===== src/rtl/cps_pkg.sv =====
package cps_pkg;
    typedef enum logic [1:0] {
        S_MON   = 2'd0,
        S_HYS   = 2'd1,
        S_LATCH = 2'd2
    } prot_st_t;

    localparam logic [2:0] OVS_MAX_A = 3'd4;
    localparam logic [2:0] OVS_MAX_B = 3'd5;
endpackage


===== src/rtl/cps_tick_gen.sv =====
module cps_tick_gen #(
    parameter int DIV = 125
) (
    input  logic clk,
    input  logic rst_n,
    input  logic run,
    output logic tick
);
    generate
        if (DIV <= 1) begin : g_nodiv
            assign tick = run;
        end else begin : g_div
            localparam int W = $clog2(DIV);
            localparam logic [W-1:0] LAST = W'(DIV - 1);
            logic [W-1:0] cnt;

            always_ff @(posedge clk or negedge rst_n) begin
                if (!rst_n)        cnt <= '0;
                else if (!run)     cnt <= '0;
                else if (cnt == LAST) cnt <= '0;
                else               cnt <= cnt + 1'b1;
            end

            assign tick = run && (cnt == LAST);

            // ticks are isolated single-cycle pulses when dividing
            p_tick_single_r6: assert property (@(posedge clk) disable iff (!rst_n)
                tick |=> !tick);
        end
    endgenerate
endmodule


===== src/rtl/cps_persist.sv =====
module cps_persist #(
    parameter int N = 4
) (
    input  logic clk,
    input  logic rst_n,
    input  logic run,
    input  logic flag,
    input  logic adv,
    output logic done
);
    localparam int W = $clog2(N + 1);
    localparam logic [W-1:0] LIM = W'(N);

    logic [W-1:0] cnt;

    always_ff @(posedge clk or negedge rst_n) begin
        if (!rst_n)                 cnt <= '0;
        else if (!run || !flag)     cnt <= '0;
        else if (adv && cnt != LIM) cnt <= cnt + 1'b1;
    end

    assign done = (cnt == LIM);

    // a dropped flag leaves no partial count behind
    p_restart_r11: assert property (@(posedge clk) disable iff (!rst_n)
        !flag |=> !done);
endmodule


===== src/rtl/cps_therm_sched.sv =====
module cps_therm_sched #(
    parameter int PER = 100,
    parameter int ON  = 10
) (
    input  logic clk,
    input  logic rst_n,
    input  logic run,
    input  logic tick,
    output logic sense_en
);
    localparam int W = $clog2(PER);
    localparam logic [W-1:0] LAST = W'(PER - 1);
    localparam logic [W-1:0] ONL  = W'(ON);

    logic [W-1:0] ph;

    always_ff @(posedge clk or negedge rst_n) begin
        if (!rst_n)       ph <= '0;
        else if (!run)    ph <= '0;
        else if (tick)    ph <= (ph == LAST) ? '0 : ph + 1'b1;
    end

    assign sense_en = (ph < ONL);

    // the sense window opens only at the start of a period
    p_window_start_r6: assert property (@(posedge clk) disable iff (!rst_n)
        $rose(sense_en) |-> (ph == '0));
endmodule


===== src/rtl/chg_prot_sup.sv =====
module chg_prot_sup
    import cps_pkg::*;
#(
    parameter int TICK_DIV    = 125,
    parameter int OV_TICKS    = 50,
    parameter int BLANK_TICKS = 500000,
    parameter int SYS_TICKS   = 40000,
    parameter int TH_TICKS    = 1000,
    parameter int TH_PER      = 100,
    parameter int TH_ON       = 10,
    parameter int RECOV_TICKS = 100000
) (
    input  logic       clk,
    input  logic       rst_n,
    input  logic       supply_ok,
    input  logic       ov_flag,
    input  logic       sysmon_flag,
    input  logic       therm_low,
    input  logic       no_dev,
    input  logic       remote_chk,
    input  logic       cont_mode,
    input  logic       class_b,
    input  logic [1:0] setpt,
    input  logic       step_dn,
    input  logic       cfg_latch,
    output logic [2:0] ov_sel,
    output logic       therm_en,
    output logic       prot
);
    localparam int BW = $clog2(BLANK_TICKS + 1);
    localparam int RW = $clog2(RECOV_TICKS + 1);
    localparam logic [BW-1:0] BLANK_LD = BW'(BLANK_TICKS);
    localparam logic [RW-1:0] RECOV_LIM = RW'(RECOV_TICKS);

    logic tick;
    logic blanking, ov_done, sys_done, th_done, rec_done;
    logic sys_armed, any_flag;
    logic [BW-1:0] blank_cnt;
    logic [RW-1:0] rec_cnt;
    prot_st_t state, state_nx;

    cps_tick_gen #(.DIV(TICK_DIV)) u_tick (
        .clk(clk), .rst_n(rst_n), .run(supply_ok), .tick(tick)
    );

    cps_therm_sched #(.PER(TH_PER), .ON(TH_ON)) u_sched (
        .clk(clk), .rst_n(rst_n), .run(supply_ok), .tick(tick), .sense_en(therm_en)
    );

    cps_persist #(.N(OV_TICKS)) u_ov_q (
        .clk(clk), .rst_n(rst_n), .run(supply_ok),
        .flag(ov_flag && !blanking), .adv(tick), .done(ov_done)
    );

    cps_persist #(.N(SYS_TICKS)) u_sys_q (
        .clk(clk), .rst_n(rst_n), .run(supply_ok),
        .flag(sysmon_flag && sys_armed), .adv(tick), .done(sys_done)
    );

    cps_persist #(.N(TH_TICKS)) u_th_q (
        .clk(clk), .rst_n(rst_n), .run(supply_ok),
        .flag(therm_low), .adv(tick && therm_en), .done(th_done)
    );

    assign sys_armed = no_dev || remote_chk;
    assign any_flag  = ov_flag || (sysmon_flag && sys_armed) || therm_low;
    assign blanking  = (blank_cnt != '0);
    assign rec_done  = (rec_cnt == RECOV_LIM);

    // overvoltage blanking after a set-point step-down
    always_ff @(posedge clk or negedge rst_n) begin
        if (!rst_n)                     blank_cnt <= '0;
        else if (!supply_ok)            blank_cnt <= '0;
        else if (step_dn && !cont_mode) blank_cnt <= BLANK_LD;
        else if (tick && blanking)      blank_cnt <= blank_cnt - 1'b1;
    end

    // quiet-interval counter for hysteretic release
    always_ff @(posedge clk or negedge rst_n) begin
        if (!rst_n)                                     rec_cnt <= '0;
        else if (!supply_ok || state != S_HYS || any_flag) rec_cnt <= '0;
        else if (tick && !rec_done)                     rec_cnt <= rec_cnt + 1'b1;
    end

    always_comb begin
        state_nx = state;
        unique case (state)
            S_MON:   if (ov_done || sys_done || th_done)
                         state_nx = cfg_latch ? S_LATCH : S_HYS;
            S_HYS:   if (rec_done) state_nx = S_MON;
            S_LATCH: state_nx = S_LATCH;
            default: state_nx = S_MON;
        endcase
    end

    always_ff @(posedge clk or negedge rst_n) begin
        if (!rst_n)          state <= S_MON;
        else if (!supply_ok) state <= S_MON;
        else                 state <= state_nx;
    end

    always_comb begin
        prot = (state != S_MON);
        if (cont_mode) ov_sel = class_b ? OVS_MAX_B : OVS_MAX_A;
        else           ov_sel = {1'b0, setpt};
    end

    // continuous mode always selects a class-maximum threshold
    p_cont_sel_r3: assert property (@(posedge clk) disable iff (!rst_n)
        cont_mode |-> (ov_sel[2] && !ov_sel[1]));

    // a qualified overvoltage in monitoring raises protection next clock
    p_ov_trip_r1: assert property (@(posedge clk) disable iff (!rst_n)
        (supply_ok && state == S_MON && ov_done) |=> prot);

    // a latched trip holds while the supply stays good
    p_latch_hold_r8: assert property (@(posedge clk) disable iff (!rst_n || !supply_ok)
        (state == S_LATCH) |=> (state == S_LATCH));

    // protection only falls after recovery or supply loss
    p_release_r9: assert property (@(posedge clk) disable iff (!rst_n)
        $fell(prot) |-> ($past(rec_done) || !$past(supply_ok)));

    // no overvoltage count accumulates while blanked
    p_blank_r4: assert property (@(posedge clk) disable iff (!rst_n)
        (blanking && supply_ok) |=> !ov_done);
endmodule


===== config.mk =====
export PLATFORM = sky130hd
export DESIGN_NAME = chg_prot_sup
export DESIGN_NICKNAME = d
export VERILOG_FILES = /design/src/rtl/cps_pkg.sv /design/src/rtl/cps_tick_gen.sv /design/src/rtl/cps_persist.sv /design/src/rtl/cps_therm_sched.sv /design/src/rtl/chg_prot_sup.sv
export SDC_FILE = /design/constraint.sdc
export NUM_CORES = 1
export LEC_CHECK = 0
export ABC_AREA = 0
export BUFFER_PORTS_ARGS = -buffer_cell sky130_fd_sc_hd__buf_2
export CORE_ASPECT_RATIO = 1.2
export CORE_MARGIN = 1
export CORE_UTILIZATION = 30
export DETAILED_ROUTE_END_ITERATION = 12
export PLACE_DENSITY = 0.45
export SYNTH_ARGS = -nofsm -noshare
export SYNTH_HDL_FRONTEND = slang
export SYNTH_SLANG_ARGS = --single-unit
export TNS_END_PERCENT = 1

===== constraint.sdc =====
create_clock -name clk -period 2.3 [get_ports clk]
set_clock_uncertainty 0.05 [all_clocks]
set_input_delay 0.23 -clock clk [delete_from_list [all_inputs] [get_ports clk]]
set_output_delay 0.23 -clock clk [all_outputs]
set_load 0.02 [all_outputs]

Yosys cells after proc, flatten, opt, wreduce, memory -nomap -nowiden
Cells that the tools add are included.
{"block": "totals", "input_bits": 14, "output_inout_bits": 5, "regBits": 84, "word_cells": 90}
{"block": "op_classes", "n_reduce_logical": 35, "mux": 23, "add_sub_neg": 7, "order_cmp": 1, "eq_ne": 16}
{"operator": "$mux 19", "count": 3}
{"operator": "$mux 7", "count": 5}
{"operator": "$mux 17", "count": 2}
{"operator": "$mux 16", "count": 2}
{"operator": "$mux 10", "count": 2}
{"operator": "$reduce_bool 19->1", "count": 1}
{"operator": "$sub 19x1->19 const B", "count": 1}
{"operator": "$add 17x1->17 const B", "count": 1}
{"operator": "$eq 17x17->1 const B", "count": 1}
{"operator": "$add 16x1->16 const B", "count": 1}
{"operator": "$eq 16x16->1 const B", "count": 1}
{"operator": "$ne 16x16->1 const B", "count": 1}
{"operator": "$add 7x1->7 const B", "count": 2}
{"operator": "$eq 7x7->1 const B", "count": 2}
{"operator": "$mux 6", "count": 2}
{"operator": "$add 10x1->10 const B", "count": 1}
{"operator": "$eq 10x10->1 const B", "count": 1}
{"operator": "$logic_and 1x1->1", "count": 10}
{"operator": "$logic_or 1x1->1", "count": 10}
{"operator": "$ne 10x10->1 const B", "count": 1}
{"operator": "$reduce_bool 2->1", "count": 5}
{"operator": "$mux 2", "count": 4}
{"operator": "$logic_not 1->1", "count": 7}
{"operator": "$lt 7x4->1 const B", "count": 1}
{"operator": "13 further kinds", "count": 15}

Logic depth before layout (Yosys ltp)
{"block": "depth", "word_depth": 6, "ltp_mapped": 9}

Cells and area by module
A second synthesis with hierarchy kept.
{"block": "unflattened", "hier_cells": 486, "hier_area_um2": 4740.8}
{"module": "chg_prot_sup", "instances": 1, "area_each_um2": 2138.3, "seq_area_each_um2": 950.9, "cells_per_inst": 225}
{"module": "cps_persist at u_sys_q", "instances": 1, "area_each_um2": 884.6, "seq_area_each_um2": 400.4, "cells_per_inst": 87}
{"module": "cps_persist at u_th_q", "instances": 1, "area_each_um2": 626.9, "seq_area_each_um2": 250.2, "cells_per_inst": 67}
{"module": "cps_therm_sched", "instances": 1, "area_each_um2": 417.9, "seq_area_each_um2": 175.2, "cells_per_inst": 38}
{"module": "cps_persist at u_ov_q", "instances": 1, "area_each_um2": 336.6, "seq_area_each_um2": 150.1, "cells_per_inst": 34}
{"module": "cps_tick_gen", "instances": 1, "area_each_um2": 336.6, "seq_area_each_um2": 175.2, "cells_per_inst": 35}

Least setup slack after synthesis
No wires, ideal clock.
{"block": "synth_timing", "path_kind": "register to register", "start": "reg u_tick.g_div.cnt[0]", "end": "reg rec_cnt[16]", "arrival_time_ns": 2.361, "stages_incl_launch_ff": 10, "synth_period_minus_slack_ns": 2.489, "setup_ns": 0.078, "path_buffers": 2, "path_slack_ns": -0.189, "path_cell_list": "dfrtp_1 > inv_1 > ha_1 > nand3_1 > or2_0 > clkbuf_1 > or4_1 > buf_2 > or4_1 > a21oi_1"}
{"block": "synth_between", "elab_chain_cells": 4}
{"element": "start, declared", "line_no": "cps_tick_gen.sv:15", "source": "logic [W-1:0] cnt;"}
{"element": "start signal, assigned", "line_no": "cps_tick_gen.sv:21", "source": "else cnt <= cnt + 1'b1;"}
{"element": "$eq 7x7->1", "line_no": "cps_tick_gen.sv:24", "source": "assign tick = run && (cnt == LAST);"}
{"element": "$logic_and 1x1->1", "line_no": "cps_tick_gen.sv:24"}
{"element": "$logic_and 1x1->1", "line_no": "chg_prot_sup.sv:82", "source": "else if (tick && !rec_done) rec_cnt <= rec_cnt + 1'b1;"}
{"element": "$reduce_bool 2->1 (no source line)"}
{"element": "end signal, assigned", "line_no": "chg_prot_sup.sv:82"}
{"element": "end, declared", "line_no": "chg_prot_sup.sv:39", "source": "logic [RW-1:0] rec_cnt;"}
No other way between the ends.
A chain may end at the register's enable or synchronous reset.

Worst setup path after layout
{"block": "layout_timing", "start": "reg u_tick.g_div.cnt[1]", "end": "reg rec_cnt[16]"}
The elaborated chain is that of the path after synthesis.

==> impl_metrics.toml <==
[global_routing]
grt_pass1_wl_um = 18100
track_usage_pct = 14.8
grt-ovfl-total = 0
antenna_found_initial = 0
grt_pass1_vias = 3620
grt_max_degree = 43

[clock_network]
cts.sinks = 84
clock_path_buffers = 2
cts_root_buffer = "clkbuf_16"
cts_tree = "done"
clkTransAtPathRegs_ns = 0.06
cts_buffers = 9
cts.htree.levels = 3
clk_latency_ns = 0.34

[yosys]
yosys_warnings = 0
synth_flop_cell = "dfrtp_1"
avgSynthCellArea_um2 = 9.38
synth_edf_count = 0
synth_top_area_share_pct = 46.2
synth_top_area_cell = "dfrtp_1"
synth_area_um2 = 4550
ys_types = 50
yosysSeqAreaShare_pct = 46.2
synth-seq-cells = 84
synth_cells = 485
netlist_top_cells_area = "dfrtp_1 (46%), nor2_1 (5.2%), xnor2_1 (5.2%)"
async_reset_ff_share_pct = 100
synth_nets = 511

[sta]
slew-limit-headroom_pct = 47.1
max_freq_mhz = 454
post-route-period-util_pct = 95.8
fin_crit_ns = 2.20
hold_viol_final = 0
worst_slack_ns = 0.0959
whs_ns = 0.122
setup_viol = 0
slew_viol_final = 0
tightest_slew_ns = 0.785

[worst_setup_path]
critPathSlowestCell = "or4_4"
r2r-end = "rec_cnt[16]$_DFFE_PN0P_"
cpLargestDelayFamily = "simple AND/OR/NAND/NOR gates"
arrival_ns = 2.41
cp.required_ns = 2.51
ff2ff_path_depth = 7
rrSetupSlack_ns = 0.1
critPathMaxStageDelay_ns = 0.56
critical_path_buf_inv_count = 1
worstPathMaxFanout = 8
rr_startpoint = "u_tick.g_div.cnt[1]$_DFF_PN0_"
crit_chain = "inv_1 > ha_4 > nand3_2 > or2_4 > or4_4 > or4_1 > a21oi_1"
crit_path_start_kind = "flip-flop"
worst-setup-path-type = "flip-flop to flip-flop"
crit_path_end_kind = "flip-flop"

[floorplanning]
fp.dieH_um = 137
ios = 19
num_rows = 48
coreArea_um2 = 14600
initial_core_util_pct = 31.2
die_w_um = 114
die_area_um2 = 15700

[routing]
top_layer = "met4"
drc = 0
wl_met3_um = 161
wirelength_um = 10200
post_drt_via_cell_ratio = 4.96
wl_met2_um = 4860
first_iter_violations = 145
wl_met1_um = 5010
dr.pass1.iters = 4
wl_per_cell_um = 14.1
ant_nets = 0
vias = 3609

[cells_and_area]
regArea_um2 = 2100
nFillCells = 1447
num_antenna_cells = 0
nNetsFinal = 548
final_layout_size_suffix_gt1_share_pct = 14.6
final_area_um2 = 5420
finalNonFillerCells = 727
multiInputGateArea_um2 = 2340
syn2layout_area_growth_pct = 19.1

[power]
power_density_nw_per_um2 = 609
vdd_ir_drop_max_uv = 337
p_leak_nw = 2.18
total_power_w = 0.00330

[status]
status = "completed"

[min_path]
worstHoldPathType = "input pin to flip-flop"
hold_start = "cfg_latch"
hold_end = "state[0]$_DFFE_PN0P_"
hold_depth = 4

[place]
gp_congestion = 0.759
pre_cts_ws_ns = -0.0152
place_area_um2 = 5040
dp_cells = 710
io_buffers = 18
dp_hpwl_um = 7180

[run]
cap_violations = 0
==> synthesized netlist by cell type, drive strengths merged (3+ instances only) <==
cell type,instances
and3,9
or2,4
xnor2,27
nor4,14
or3,14
buf,5
nand4,21
a21boi,5
nor3,15
nor3b,3
o21ai,18
nor2,63
and4,5
ha,12
or4,8
inv,21
nand3,23
clkbuf,15
dfrtp,84
a21oi,16
o31a,4
mux2i,5
nand2,28
xor2,24
and2,3
nor4bb,4
o211ai,4
nand2b,7
==> cell usage in the layout, fill, tap and decap left out, types with 4 or more instances in the layout <==
cell,Yosys,routed
a21boi_0,5,5
a21oi_1,16,16
and3_1,9,9
and4_1,5,5
buf_2,2,17
buf_4,1,26
clkbuf_16,0,9
dfrtp_1,84,84
ha_1,12,11
inv_1,21,21
mux2i_1,5,5
nand2_1,28,28
nand2b_1,7,7
nand3_1,23,22
nand4_1,20,20
nor2_1,63,63
nor3_1,15,15
nor4_1,14,13
nor4bb_1,4,4
o211ai_1,4,4
o21ai_0,17,17
o31a_1,4,4
or3_1,14,14
or4_1,8,6
xnor2_1,27,27
xor2_1,24,24
==> per-layer routing <==
metal	vias up	global-route usage [%]
met5	-	0
met4	0	6.42
met3	12	1.99
met2	25	23.9
met1	1772	19.8
li1	1800	-
==> area by class of cell <==
type                       count  share of cell area (%)
sequential                    84                    38.8
clock buffer                  10                    4.41
timing repair buffer          46                    5.93
multi-input combinational    360                    43.2
clock inverter                 6                    1.59
inverter                      21                    1.45
tap                          200                    4.62
==> sequential cells by signal, indices dropped and copies added, names as in the netlist <==
signal and count:
blank_cnt 19, rec_cnt 17, u_sys_q.cnt 16, u_th_q.cnt 10, u_sched.ph 7, u_tick.g_div.cnt 7, u_ov_q.cnt 6, state 2
==> worst max-delay path by stage <==
stage                                        startpoint                        end  slack (ns)  depth (start not counted)
after floorplan           u_tick.g_div.cnt[0]$_DFF_PN0_    rec_cnt[16]$_DFFE_PN0P_       -0.08                          9
after global routing      u_tick.g_div.cnt[1]$_DFF_PN0_    rec_cnt[16]$_DFFE_PN0P_      -0.007                          7
after global placement    u_tick.g_div.cnt[1]$_DFF_PN0_    rec_cnt[16]$_DFFE_PN0P_        0.03                          7
after CTS                     u_th_q.cnt[0]$_DFFE_PN0P_  u_th_q.cnt[7]$_DFFE_PN0P_       0.007                          7
after detailed placement  u_tick.g_div.cnt[1]$_DFF_PN0_    rec_cnt[16]$_DFFE_PN0P_       -0.02                          7
final                     u_tick.g_div.cnt[1]$_DFF_PN0_    rec_cnt[16]$_DFFE_PN0P_         0.1                          7
==> repair_timing <==
action,CTS,global route
setup endpoints to repair,2,15
hold endpoints to repair,20,0
pin swaps,0,1
buffers inserted,0,0
gates resized for setup,1,8
hold buffers,1,0
==> power by group <==
part | internal, W | switching [W]
Combinational | 0.0000760 | 0.000124
Clock | 0.000981 | 0.000612
Sequential | 0.00149 | 0.0000145
==> through the flow <==
step	utilization, %	setup TNS [ns]
after floorplan	-	-0.520
after global placement	34.5	0
after detailed placement	34.5	-0.0152
after CTS	36.9	0
after global routing	37.1	-0.00970
final	37.1	0
==> worst min-delay path: stages <==
cell and delay [ns]:
buf_2 0.09, mux2i_1 0.06, nand2_1 0.07, nor2_1 0.04
==> cell families (layout without fill, tap and decap cells) <==
logic type / Yosys count / in the layout / synth area share, %
AO/OA/AOI/OAI: 61 / 61 / 8.55
flip-flops: 84 / 84 / 46.2
adder cells (fa/ha/maj): 12 / 12 / 3.30
AND/OR/NAND/NOR: 230 / 230 / 27.3
multiplexers: 6 / 6 / 1.35
buffers and inverters: 41 / 83 / 3.52
XOR/XNOR: 51 / 51 / 9.82
(Power assumes the default switching activity.)
